==> src/rtl/tmr_wdog_pkg.sv <==
package tmr_wdog_pkg;
  localparam int RATE_W = 3;
  localparam int PSC_W  = 8;

  typedef enum logic {
    OWN_TIMER = 1'b0,
    OWN_WDOG  = 1'b1
  } psc_owner_e;

  // Low-bit mask for the prescaler: all ones over log2(ratio) bits.
  // Timer ownership adds one octave to the ratio.
  function automatic logic [PSC_W-1:0] psc_mask(input logic [RATE_W-1:0] code,
                                                input logic to_wdog);
    logic [RATE_W:0] sh;
    logic [PSC_W:0]  span;
    sh   = {1'b0, code} + {{RATE_W{1'b0}}, ~to_wdog};
    span = ({{PSC_W{1'b0}}, 1'b1} << sh) - {{PSC_W{1'b0}}, 1'b1};
    return span[PSC_W-1:0];
  endfunction

  // The prescaler is due when every masked count bit is one.
  function automatic logic psc_due(input logic [PSC_W-1:0] cnt,
                                   input logic [PSC_W-1:0] mask);
    return (cnt & mask) == mask;
  endfunction
endpackage

==> src/rtl/tmr_pin_edge.sv <==
module tmr_pin_edge #(
  parameter int SYNC_STAGES = 2
) (
  input  logic clk,
  input  logic rst_n,
  input  logic pin,
  input  logic fall_mode,
  output logic pin_evt
);
  logic [SYNC_STAGES-1:0] sync_q;
  logic                   prev_q;
  logic                   cur;
  logic                   rise_w;
  logic                   fall_w;

  always_ff @(posedge clk) begin
    if (!rst_n) begin
      sync_q <= '0;
      prev_q <= 1'b0;
    end else begin
      sync_q <= {sync_q[SYNC_STAGES-2:0], pin};
      prev_q <= sync_q[SYNC_STAGES-1];
    end
  end

  assign cur     = sync_q[SYNC_STAGES-1];
  assign rise_w  = cur & ~prev_q;
  assign fall_w  = ~cur & prev_q;
  assign pin_evt = fall_mode ? fall_w : rise_w;
endmodule

==> src/rtl/tmr_share_psc.sv <==
module tmr_share_psc
  import tmr_wdog_pkg::*;
(
  input  logic              clk,
  input  logic              rst_n,
  input  logic              evt,
  input  logic              clr,
  input  logic [RATE_W-1:0] code,
  input  logic              to_wdog,
  output logic              fire
);
  logic [PSC_W-1:0] cnt_q;
  logic [PSC_W-1:0] mask;

  assign mask = psc_mask(code, to_wdog);
  assign fire = evt & ~clr & psc_due(cnt_q, mask);

  always_ff @(posedge clk) begin
    if (!rst_n)      cnt_q <= '0;
    else if (clr)    cnt_q <= '0;
    else if (evt)    cnt_q <= cnt_q + 1'b1;
  end
endmodule

==> src/rtl/tmr_count8.sv <==
module tmr_count8 #(
  parameter int TMR_W = 8
) (
  input  logic             clk,
  input  logic             rst_n,
  input  logic             inc,
  input  logic             wr,
  input  logic [TMR_W-1:0] wdata,
  input  logic             flag_clr,
  output logic [TMR_W-1:0] q,
  output logic             flag,
  output logic             wrap
);
  localparam logic [TMR_W-1:0] TOP = {TMR_W{1'b1}};

  assign wrap = inc & ~wr & (q == TOP);

  always_ff @(posedge clk) begin
    if (!rst_n)      q <= '0;
    else if (wr)     q <= wdata;
    else if (inc)    q <= q + 1'b1;
  end

  always_ff @(posedge clk) begin
    if (!rst_n)         flag <= 1'b0;
    else if (wrap)      flag <= 1'b1;
    else if (flag_clr)  flag <= 1'b0;
  end
endmodule

==> src/rtl/tmr_wdog_cnt.sv <==
module tmr_wdog_cnt #(
  parameter int WDOG_TICKS = 64
) (
  input  logic clk,
  input  logic rst_n,
  input  logic inc,
  input  logic clr,
  output logic expire,
  output logic to_pulse,
  output logic status
);
  localparam int WD_W = (WDOG_TICKS > 2) ? $clog2(WDOG_TICKS) : 1;
  localparam logic [WD_W-1:0] LAST = WD_W'(WDOG_TICKS - 1);

  logic [WD_W-1:0] cnt_q;

  assign expire = inc & ~clr & (cnt_q == LAST);

  always_ff @(posedge clk) begin
    if (!rst_n)       cnt_q <= '0;
    else if (clr)     cnt_q <= '0;
    else if (expire)  cnt_q <= '0;
    else if (inc)     cnt_q <= cnt_q + 1'b1;
  end

  always_ff @(posedge clk) begin
    if (!rst_n) begin
      to_pulse <= 1'b0;
      status   <= 1'b1;
    end else begin
      to_pulse <= expire;
      if (clr)         status <= 1'b1;
      else if (expire) status <= 1'b0;
    end
  end
endmodule

==> src/rtl/tmr_wdog_unit.sv <==
module tmr_wdog_unit
  import tmr_wdog_pkg::*;
#(
  parameter int TMR_W       = 8,
  parameter int SYNC_STAGES = 2,
  parameter int WDOG_TICKS  = 64
) (
  input  logic              clk,
  input  logic              rst_n,
  input  logic              cyc_en,
  input  logic              wdo_tick,
  input  logic              ext_pin,
  input  logic              src_sel,
  input  logic              edge_sel,
  input  logic              psc_to_wdog,
  input  logic [RATE_W-1:0] rate_code,
  input  logic              tmr_wr,
  input  logic [TMR_W-1:0]  tmr_wdata,
  input  logic              flag_clr,
  input  logic              wdog_clr,
  output logic [TMR_W-1:0]  tmr_q,
  output logic              tmr_flag,
  output logic              wdog_to,
  output logic              to_status
);
  psc_owner_e owner;
  logic pin_evt;
  logic src_evt;
  logic psc_evt;
  logic psc_clr;
  logic psc_fire;
  logic tmr_inc;
  logic tmr_wrap;
  logic wd_inc;
  logic wd_expire;

  assign owner = psc_owner_e'(psc_to_wdog);

  tmr_pin_edge #(.SYNC_STAGES(SYNC_STAGES)) pin_i (
    .clk(clk), .rst_n(rst_n), .pin(ext_pin),
    .fall_mode(edge_sel), .pin_evt(pin_evt)
  );

  assign src_evt = src_sel ? pin_evt : cyc_en;

  // Prescaler routing: the owner feeds it and resets it.
  assign psc_evt = (owner == OWN_WDOG) ? wdo_tick : src_evt;
  assign psc_clr = (owner == OWN_WDOG) ? wdog_clr : tmr_wr;

  tmr_share_psc psc_i (
    .clk(clk), .rst_n(rst_n), .evt(psc_evt), .clr(psc_clr),
    .code(rate_code), .to_wdog(psc_to_wdog), .fire(psc_fire)
  );

  assign tmr_inc = (owner == OWN_WDOG) ? src_evt : psc_fire;
  assign wd_inc  = (owner == OWN_WDOG) ? psc_fire : wdo_tick;

  tmr_count8 #(.TMR_W(TMR_W)) cnt_i (
    .clk(clk), .rst_n(rst_n), .inc(tmr_inc), .wr(tmr_wr),
    .wdata(tmr_wdata), .flag_clr(flag_clr),
    .q(tmr_q), .flag(tmr_flag), .wrap(tmr_wrap)
  );

  tmr_wdog_cnt #(.WDOG_TICKS(WDOG_TICKS)) wd_i (
    .clk(clk), .rst_n(rst_n), .inc(wd_inc), .clr(wdog_clr),
    .expire(wd_expire), .to_pulse(wdog_to), .status(to_status)
  );
endmodule

==> config.mk <==
export PLATFORM = sky130hd
export DESIGN_NAME = tmr_wdog_unit
export DESIGN_NICKNAME = d
export VERILOG_FILES = /design/src/rtl/tmr_wdog_pkg.sv /design/src/rtl/tmr_pin_edge.sv /design/src/rtl/tmr_share_psc.sv /design/src/rtl/tmr_count8.sv /design/src/rtl/tmr_wdog_cnt.sv /design/src/rtl/tmr_wdog_unit.sv
export SDC_FILE = /design/constraint.sdc
export NUM_CORES = 1
export LEC_CHECK = 0
export BUFFER_PORTS_ARGS = -buffer_cell sky130_fd_sc_hd__buf_2
export CORE_MARGIN = 4
export CORE_UTILIZATION = 59
export DETAILED_ROUTE_END_ITERATION = 8
export PLACE_DENSITY = 0.93
export SETUP_SLACK_MARGIN = 0.3
export SKIP_CTS_REPAIR_TIMING = 1
export SLEW_MARGIN = 20
export SYNTH_ARGS = -nofsm -noshare
export SYNTH_HDL_FRONTEND = slang
export SYNTH_SLANG_ARGS = --single-unit
==> constraint.sdc <==
create_clock -name clk -period 7.9 [get_ports clk]
set_input_delay 2.37 -clock clk [delete_from_list [all_inputs] [get_ports clk]]
set_output_delay 2.37 -clock clk [all_outputs]
set_load 0.02 [all_outputs]
==> results.sh, run 1 <==
export IMPL_outcome="finished clean"
export IMPL_dr_pass1_iters=4
export IMPL_setup_violations=0
export IMPL_power_density_nw_per_um2=152.7
export IMPL_yosys_warnings=0
export IMPL_grt_usage_pct=21.72
export IMPL_min_path_type="register to register"
export IMPL_pin_count=33
export IMPL_die_x_um=63.30
export IMPL_die_area_um2=4007
export IMPL_crit_slowest_cell="or4b_2"
export IMPL_multi_input_area_um2=1150
export IMPL_critPathKind="input port to register"
export IMPL_reg2reg_slack_ns=4.98
export IMPL_first_global_vias=1806
export IMPL_layout_common_cells="buf_2 (32), dfxtp_1 (28), nand2_1 (21)"
export IMPL_numCtsBuffers=3
export IMPL_r2r_end="cnt_i.q[2]"
export IMPL_critPathMaxStageDelay_ns=0.60
export IMPL_async_reset_ff_share_pct=0
export IMPL_p_int_w=0.0002225
export IMPL_ys_seq_elements=28
export IMPL_seqPwrFrac_pct=48.9
export IMPL_p_clk_share_pct=30.6
export IMPL_cts_htree_levels=1
export IMPL_synth_area_per_cell_um2=8.055
export IMPL_grt_first_pass_wirelength_mm=7.334
export IMPL_antenna_cells=0
export IMPL_path_delay_family="simple AND/OR/NAND/NOR gates"
export IMPL_worst_path_max_fanout=13
export IMPL_ant_nets=0
export IMPL_cts_max_path_buffers=2
export IMPL_path_clk_slew_ns=0.15
export IMPL_postSynthCellCount=224
export IMPL_area_growth_pct=11.23
export IMPL_drt_vias_per_instance=6.318
export IMPL_syn_num_nets=253
export IMPL_wl_per_cell_um=14.37
export IMPL_r2r_cells=8
export IMPL_path_buf_inv=3
export IMPL_rows=19
export IMPL_fin_crit_ns=5.884
export IMPL_finalPower_w=0.0003065
export IMPL_p_sw_share_pct=27.41
export IMPL_grt_ovfl_total=0
export IMPL_grt_max_degree=18
export IMPL_hpwlAfterDp_mm=3.070
export IMPL_drv_slew=0
export IMPL_net_switching_power_w=0.00008401
export IMPL_drc=0
export IMPL_start_kind="input port"
export IMPL_skew_ns=0.007569
export IMPL_slew_headroom_pct=41.45
export IMPL_final_common_cell="buf_2"
export IMPL_core_area_um2=2829
export IMPL_antenna_found_initial=0
export IMPL_nNetsFinal=282
export IMPL_min_to="pin_i.sync_q[1]"
export IMPL_drive_gt1_share_pct=19.84
export IMPL_start_util_pct=63.78
export IMPL_drt_iter0_drc=187
export IMPL_timing_fmax_mhz=169.9
export IMPL_max_cap_viol_count=0
export IMPL_syn_area_um2=1804
export IMPL_reg2reg_from="pin_i.sync_q[1]"
export IMPL_end_kind="register"
export IMPL_tns_ns=0
export IMPL_via_count=1788
export IMPL_path_common_cell="ha_1"
export IMPL_cp_cell_sequence="buf_2 > inv_1 > ha_1 > ha_1 > xnor2_1 > a22oi_1 > nor2_1 > inv_1 > ha_1 > or2b_1 > or4b_2 > a31oi_1 > a311oi_1 > nand2_1 > o31a_1 > nor4_1 > o311a_1"
export IMPL_crit_required_ns=8.14
export IMPL_p_leak_nw=0.8072
export IMPL_hold_viol=0
export IMPL_rsz0062_at_grt="false"
export IMPL_dieHeight_um=63.30
export IMPL_ys_types=60
export IMPL_worst_pin_slew_ns=0.8708
export IMPL_cts_root_buf="clkbuf_4"
export IMPL_final_fill_count=225
export IMPL_layout_area_seq_um2=560.5
export IMPL_min_path_cells=1
export IMPL_holdWs_ns=0.4592
export IMPL_synth_flop_cell="dfxtp_1"
export IMPL_yosysSeqAreaShare_pct=31.07
export IMPL_wl_mm=4.068
export IMPL_ir_worst_vdd_mv=0.08852
export IMPL_period_share_pct=74.48
export IMPL_cts_sinks=28
export IMPL_synth_edf_count=0
export IMPL_clock_latency_ns=0.33
export IMPL_io_buffers=32
export IMPL_pwr_share_comb_pct=20.5
export IMPL_tritoncts="done"
export IMPL_place_congestion=0.9248
export IMPL_worstHoldStart="pin_i.sync_q[0]"
export IMPL_worstPathArrival_ns=6.13
export IMPL_final_core_util_pct=70.94
==> cells in the mapped netlist (all sizes together), types with 5 or more instances <==
cell type  instances  area (um^2)
a21oi             12        63.81
a31oi              6        37.54
and2               7        45.05
buf                5        37.53
dfxtp             28        560.5
ha                 7        87.58
inv               12        45.04
nand2             21        78.83
nand2b             7        43.79
nand3             13        65.06
nor2              20        75.07
o21ai             11        55.05
xnor2              6        52.55
xor2               5        43.79
==> flip-flops by register name, indices dropped and copies added, names as in the netlist <==
name	count
cnt_i.flag	1
cnt_i.q	8
pin_i.prev_q	1
pin_i.sync_q	2
psc_i.cnt_q	8
wd_i.cnt_q	6
wd_i.status	1
wd_i.to_pulse	1
==> cell families after synthesis <==
kind of cell / count (synthesis) / synth area share [%]
and+or+nand+nor: 94 / 27.46
buffers and inverters: 20 / 5.201
DFF: 28 / 31.07
xor gates and xnor gates: 11 / 5.340
adders and majority gates: 7 / 4.854
muxes: 4 / 2.289
AOI/OAI and AO/OA: 60 / 23.79
==> per-layer routing <==
| metal | global-route usage [%] | vias to the layer above | wire [um] |
|---|---|---|---|
| met5 | 0 | - | 0 |
| met4 | 9.434 | 0 | 74 |
| met3 | 4.085 | 11 | 334 |
| met2 | 37.42 | 90 | 1924 |
| met1 | 26.23 | 807 | 1736 |
| li1 | - | 880 | - |
==> worst register-to-register path: stages (launching register included) <==
cell,delay (ns)
dfxtp_1,0.37
or3b_1,0.35
a31oi_1,0.34
mux2i_1,0.20
a311oi_1,0.35
nand2_1,0.13
o31ai_1,0.76
and4_1,0.29
a211oi_1,0.05
==> layout make-up <==
cell class	count	area share, %
multi-input cells	176	57.29
well taps	31	1.933
flip-flops and latches	28	27.93
inverters	12	2.244
clock buffers	3	1.122
repair buffers	32	7.980
clock inverters	1	1.496
==> stage by stage <==
| stage | std cells | cell area, um^2 | setup WS (ns) |
|---|---|---|---|
| 2_1_floorplan | 224 | 1804 | 2.041 |
| 3_3_place_gp | 279 | 1954 | 1.814 |
| 3_5_place_dp | 279 | 1954 | 1.712 |
| 4_1_cts | 283 | 2007 | 2.096 |
| 5_1_grt | 283 | 2007 | 1.748 |
| 6_report | 283 | 2007 | 2.016 |
==> worst max path at each step <==
stage,startpoint,cells past startpoint,slack [ns],endpoint
2_1_floorplan,psc_to_wdog,20,2.04,cnt_i.q[7]
3_3_place_gp,psc_to_wdog,17,1.81,cnt_i.q[7]
3_5_place_dp,psc_to_wdog,17,1.71,cnt_i.q[7]
4_1_cts,psc_to_wdog,17,2.10,cnt_i.q[7]
5_1_grt,psc_to_wdog,17,1.75,cnt_i.q[7]
6_report,psc_to_wdog,17,2.02,cnt_i.q[7]
==> power groups by stage <==
| stage | sequential (W) | clock [W] | combinational (W) |
|---|---|---|---|
| 2_1_floorplan | 0.000156 | 0 | 0.0000421 |
| 3_3_place_gp | 0.000153 | 0 | 0.0000611 |
| 3_5_place_dp | 0.000153 | 0 | 0.0000619 |
| 4_1_cts | 0.000150 | 0.0000954 | 0.0000621 |
| 5_1_grt | 0.000150 | 0.000101 | 0.0000697 |
| 6_report | 0.000150 | 0.0000939 | 0.0000628 |
Note: power is estimated with default switching activity, not from simulation.
==> run 2, diff against run 1 <==
--- a/config.mk
+++ b/config.mk
@@ -7,9 +7,9 @@
 export LEC_CHECK = 0
 export BUFFER_PORTS_ARGS = -buffer_cell sky130_fd_sc_hd__buf_2
 export CORE_MARGIN = 4
-export CORE_UTILIZATION = 59
+export CORE_UTILIZATION = 55
 export DETAILED_ROUTE_END_ITERATION = 8
-export PLACE_DENSITY = 0.93
+export PLACE_DENSITY = 0.88
 export SETUP_SLACK_MARGIN = 0.3
 export SKIP_CTS_REPAIR_TIMING = 1
 export SLEW_MARGIN = 20
==> constraint.sdc (replaced) <==
create_clock -name clk -period 5.85 [get_ports clk]
set_input_delay 1.755 -clock clk [delete_from_list [all_inputs] [get_ports clk]]
set_output_delay 1.755 -clock clk [all_outputs]
set_load 0.02 [all_outputs]
==> run 2 against run 1 <==
Net effect: cell area up 0.75%; via count down 3.0%; largest cell class unchanged; clock skew up 0.0035 ns; routed wire length down 2.0%; sequential cell count unchanged; count of clock-buffer cells in the layout up 1; die area up 6.3%; cell count up 5.3%; first-iteration DRC count down 19%; global-route usage down 1.2 points; highest routed layer unchanged; critical path type unchanged; combinational power up 35%; core utilization down 5.8 points.
==> results.sh, run 2 (same netlist as run 1, synthesis figures left out) <==
export IMPL_area_growth_pct=12.07
export IMPL_dr_wl_met2_mm=1.876
export IMPL_stdcell_count=298
export IMPL_dp_cells=294
export IMPL_cts_sinks=28
export IMPL_outcome="finished clean"
export IMPL_hold_viol=0
export IMPL_drive_gt1_share_pct=20.47
export IMPL_numCtsBuffers=3
export IMPL_wl_per_cell_um=13.38
export IMPL_slew_headroom_pct=64.77
export IMPL_wl_mm=3.986
export IMPL_ant_nets=0
export IMPL_die_area_um2=4261
export IMPL_start_kind="input port"
export IMPL_core_area_um2=3103
export IMPL_cts_root_buf="clkbuf_4"
export IMPL_reg_top3="cnt_i.q: 8 flops, psc_i.cnt_q: 8 flops, wd_i.cnt_q: 6 flops"
export IMPL_dr_pass1_iters=4
export IMPL_tritoncts="done"
export IMPL_min_path_type="register to register"
export IMPL_drt_vias_per_instance=5.819
export IMPL_antenna_found_initial=0
export IMPL_final_common_cell="buf_2"
export IMPL_cts_htree_levels=1
export IMPL_clock_latency_ns=0.34
export IMPL_rows=20
export IMPL_io_buffers=32
export IMPL_wl_met1_mm=1.807
export IMPL_worstPathArrival_ns=5.38
export IMPL_place_congestion=0.9288
export IMPL_via_count=1734
export IMPL_min_path_cells=1
export IMPL_drt_iter0_drc=152
export IMPL_layout_area_seq_um2=560.5
export IMPL_die_x_um=65.28
export IMPL_first_global_vias=1642
export IMPL_setup_violations=0
export IMPL_max_cap_viol_count=0
export IMPL_fin_crit_ns=5.147
export IMPL_drv_slew=0
export IMPL_critPathKind="input port to register"
export IMPL_path_clk_slew_ns=0.14
export IMPL_dieHeight_um=65.28
export IMPL_pin_count=33
export IMPL_grt_usage_pct=20.48
export IMPL_layout_common_cells="buf_2 (32), dfxtp_1 (28), nand2_1 (21)"
export IMPL_tns_ns=0
export IMPL_final_fill_count=296
export IMPL_nNetsFinal=284
export IMPL_antenna_cells=0
export IMPL_p_leak_nw=0.8107
export IMPL_skew_ns=0.01109
export IMPL_finalPower_w=0.0003834
export IMPL_grt_max_degree=18
export IMPL_start_util_pct=58.15
export IMPL_timing_fmax_mhz=194.3
export IMPL_ir_worst_vdd_mv=0.1232
export IMPL_grt_first_pass_wirelength_mm=7.100
export IMPL_power_density_nw_per_um2=189.6
export IMPL_cts_max_path_buffers=2
export IMPL_multi_input_area_um2=1150
export IMPL_grt_ovfl_total=0
export IMPL_worst_pin_slew_ns=0.5284
export IMPL_highest_layer="met4"
export IMPL_rsz0062_at_grt="false"
export IMPL_drc=0
export IMPL_wl_met3_um=234
export IMPL_hpwlAfterDp_mm=3.118
export IMPL_period_share_pct=87.98
export IMPL_end_kind="register"
export IMPL_r2r_cells=8
export IMPL_worst_path_max_fanout=10
export IMPL_crit_required_ns=6.09
==> run 2: cell types whose count changed in the layout (fill, tap and decap cells not counted) <==
cell	before	now
buf_4	0	2
bufinv_16	1	0
clkbuf_8	0	1
==> run 2: critical path, stage by stage <==
cell	delay, ns
buf_2	0.15
inv_1	0.12
ha_1	0.22
ha_1	0.22
xnor2_1	0.26
a22oi_1	0.14
nor2_1	0.14
inv_1	0.06
ha_1	0.30
or2b_1	0.25
or4b_2	0.60
a31oi_1	0.18
a311oi_1	0.08
nand2_1	0.12
o31a_1	0.34
nor4_1	0.10
o311a_1	0.33
==> run 2: final cells by class <==
cell class,count,share of cell area (%)
well taps,44,2.723
repair buffers,34,8.663
multi-input cells,176,56.87
flip-flops and latches,28,27.72
clock buffers,4,1.795
inverters,12,2.228
==> run 2: layer usage <==
layer	up-vias	GRT usage, %
met5	-	0
li1	873	-
met3	9	3.248
met2	56	33.12
met1	796	27.29
met4	0	7.772
==> run 2: final timing paths <==
check | endpoint | startpoint | slack (ns)
max | cnt_i.q[7] | psc_to_wdog | 0.70
min reg2reg | pin_i.sync_q[1] | pin_i.sync_q[0] | 0.46
min | pin_i.sync_q[1] | pin_i.sync_q[0] | 0.46
max reg2reg | cnt_i.q[7] | pin_i.sync_q[1] | 2.92
==> run 2: report_power, final <==
group          leakage (nW)  internal [W]  total [W]  switching [W]
clock network        0.0210     0.0000382  0.0000962      0.0000580
logic                 0.561     0.0000353  0.0000849      0.0000497
registers             0.228      0.000197   0.000202     0.00000577
==> run 2: metrics by stage <==
step | util, % | hold WS, ns | instance area [um^2] | setup slack [ns]
after floorplan | - | 0.4119 | 1804 | 0.6057
after global placement | 63.99 | 0.4148 | 1986 | 0.5688
after detailed placement | 63.99 | 0.4293 | 1986 | 0.3949
after CTS | 65.16 | 0.4651 | 2022 | 0.7538
after global routing | 65.16 | 0.4962 | 2022 | 0.5258
final | 65.16 | 0.4613 | 2022 | 0.7032
==> run 3, diff against run 2 <==
--- a/config.mk
+++ b/config.mk
@@ -9,6 +9,7 @@
 export CORE_MARGIN = 4
 export CORE_UTILIZATION = 55
 export DETAILED_ROUTE_END_ITERATION = 8
+export MAX_ROUTING_LAYER = met4
 export PLACE_DENSITY = 0.88
 export SETUP_SLACK_MARGIN = 0.3
 export SKIP_CTS_REPAIR_TIMING = 1
==> run 3 against run 2 <==
Net effect: critical path depth stayed put; clock skew is 0.0065 ns lower; setup slack worse by 0.12 ns; die area unchanged; largest cell class unchanged; routed wire length grew 1.8%; cell area grew 0.43%; first-iteration DRC count decreased by 18%; highest routed layer unchanged; global-route usage down 0.061 points; cell count is 0.34% lower.
==> results.sh, run 3 (same netlist as run 1, synthesis figures left out) <==
export IMPL_drt_vias_per_instance=5.825
export IMPL_cts_sinks=28
export IMPL_first_global_vias=1558
export IMPL_core_area_um2=3103
export IMPL_fin_area_um2=2031
export IMPL_hpwlAfterDp_mm=3.076
export IMPL_period_share_pct=89.95
export IMPL_p_leak_nw=0.8124
export IMPL_grt_usage_pct=20.42
export IMPL_p_clk_share_pct=31.1
export IMPL_grt_ovfl_total=0
export IMPL_crit_required_ns=6.10
export IMPL_via_count=1730
export IMPL_outcome="finished clean"
export IMPL_p_int_w=0.0003010
export IMPL_cts_root_buf="clkbuf_4"
export IMPL_start_util_pct=58.15
export IMPL_slew_headroom_pct=64.29
export IMPL_final_common_cell="buf_2"
export IMPL_p_sw_share_pct=27.98
export IMPL_layout_common_cells="buf_2 (32), dfxtp_1 (28), nand2_1 (21)"
export IMPL_cts_max_path_buffers=2
export IMPL_nNetsFinal=283
export IMPL_area_growth_pct=12.55
export IMPL_net_switching_power_w=0.0001169
export IMPL_antenna_found_initial=0
export IMPL_cp_startpoint="psc_to_wdog"
export IMPL_reg_top3="cnt_i.q: 8 flops, psc_i.cnt_q: 8 flops, wd_i.cnt_q: 6 flops"
export IMPL_rsz0062_at_grt="false"
export IMPL_place_congestion=0.9158
export IMPL_layout_area_seq_um2=560.5
export IMPL_end_kind="register"
export IMPL_wl_mm=4.056
export IMPL_worstSetupEndpoint="cnt_i.q[7]"
export IMPL_tritoncts="done"
export IMPL_clock_latency_ns=0.34
export IMPL_skew_ns=0.004626
export IMPL_grt_first_pass_wirelength_mm=6.775
export IMPL_placed_area_um2=1978
export IMPL_ir_worst_vdd_mv=0.1422
export IMPL_numCtsBuffers=3
export IMPL_drv_slew=0
export IMPL_die_x_um=65.28
export IMPL_path_clk_slew_ns=0.15
export IMPL_multi_input_area_um2=1150
export IMPL_worst_pin_slew_ns=0.5356
export IMPL_ant_nets=0
export IMPL_pwr_share_comb_pct=20.5
export IMPL_tns_ns=0
export IMPL_critPathKind="input port to register"
export IMPL_grt_max_degree=18
export IMPL_drt_iter0_drc=125
export IMPL_setup_violations=0
export IMPL_hold_viol=0
export IMPL_max_cap_viol_count=0
export IMPL_antenna_cells=0
export IMPL_die_area_um2=4261
export IMPL_cts_htree_levels=1
export IMPL_fin_crit_ns=5.262
export IMPL_io_buffers=32
export IMPL_dr_pass1_iters=4
export IMPL_pin_count=33
export IMPL_power_density_nw_per_um2=205.8
export IMPL_min_path_type="register to register"
export IMPL_reg2reg_from="pin_i.sync_q[1]"
export IMPL_rows=20
export IMPL_drive_gt1_share_pct=20.16
export IMPL_dieHeight_um=65.28
export IMPL_r2r_cells=8
export IMPL_r2r_end="cnt_i.q[5]"
export IMPL_final_fill_count=289
export IMPL_drc=0
export IMPL_seqPwrFrac_pct=48.4
export IMPL_timing_fmax_mhz=190.0
export IMPL_start_kind="input port"
export IMPL_wl_per_cell_um=13.66
export IMPL_reg2reg_slack_ns=2.99
export IMPL_worst_path_max_fanout=13
export IMPL_worstPathArrival_ns=5.51
[run 3: changes by cell type in the layout (fill, tap and decap cells not counted)]
| cell | delta |
|---|---|
| buf_4 | -1 |
| bufinv_16 | +1 |
| clkbuf_8 | -1 |
[run 3: power by group through the flow]
stage / Combinational, W / Sequential (W) / Clock, W
2_1_floorplan: 0.0000568 / 0.000210 / 0
4_1_cts: 0.0000851 / 0.000202 / 0.000134
5_1_grt: 0.0000946 / 0.000203 / 0.000141
3_5_place_dp: 0.0000842 / 0.000206 / 0
6_report: 0.0000856 / 0.000202 / 0.000130
3_3_place_gp: 0.0000820 / 0.000206 / 0
[run 3: cell type report]
cell class | instances | share of cell area (%)
clock buffers | 3 | 1.109
clock inverters | 1 | 1.479
inverters | 12 | 2.218
multi-input cells | 176 | 56.62
flip-flops and latches | 28 | 27.60
well taps | 44 | 2.711
repair buffers | 33 | 8.256
[run 3: metal layers]
metal	up-vias	part of all wire, %	track usage (%)
met2	38	49	33.50
met4	0	1.3	6.736
met5	-	0	-
li1	880	-	-
met1	805	45	25.37
met3	7	4.2	3.761
[run 3: worst min path at each step]
stage                                from               to  slack, ns  depth (start not counted)
final                     pin_i.sync_q[0]  pin_i.sync_q[1]       0.46                          1
after global routing      pin_i.sync_q[0]  pin_i.sync_q[1]       0.47                          1
after CTS                 pin_i.sync_q[0]  pin_i.sync_q[1]       0.47                          1
after detailed placement  pin_i.sync_q[0]  pin_i.sync_q[1]       0.43                          1
after global placement    pin_i.sync_q[0]  pin_i.sync_q[1]       0.41                          1
after floorplan           pin_i.sync_q[0]  pin_i.sync_q[1]       0.41                          1
[run 3: metrics by stage]
step | hold WS, ns | instances | worst slack (ns) | power [W] | util, %
2_1_floorplan | 0.4119 | 224 | 0.6057 | 0.0002669 | -
3_3_place_gp | 0.4143 | 293 | 0.4190 | 0.0002879 | 63.75
3_5_place_dp | 0.4327 | 293 | 0.2874 | 0.0002904 | 63.75
4_1_cts | 0.4686 | 297 | 0.6617 | 0.0004211 | 65.44
5_1_grt | 0.4709 | 297 | 0.3611 | 0.0004384 | 65.44
6_report | 0.4605 | 297 | 0.5882 | 0.0004180 | 65.44
[run 3: critical path, stage by stage]
cell and delay, ns:
buf_2 0.14, inv_1 0.18, ha_1 0.19, ha_1 0.42, xnor2_1 0.19, a22oi_1 0.10
nor2_1 0.15, inv_1 0.06, ha_1 0.30, or2b_1 0.25, or4b_2 0.61, a31oi_1 0.19
a311oi_1 0.08, nand2_1 0.12, o31a_1 0.35, nor4_1 0.10, o311a_1 0.33
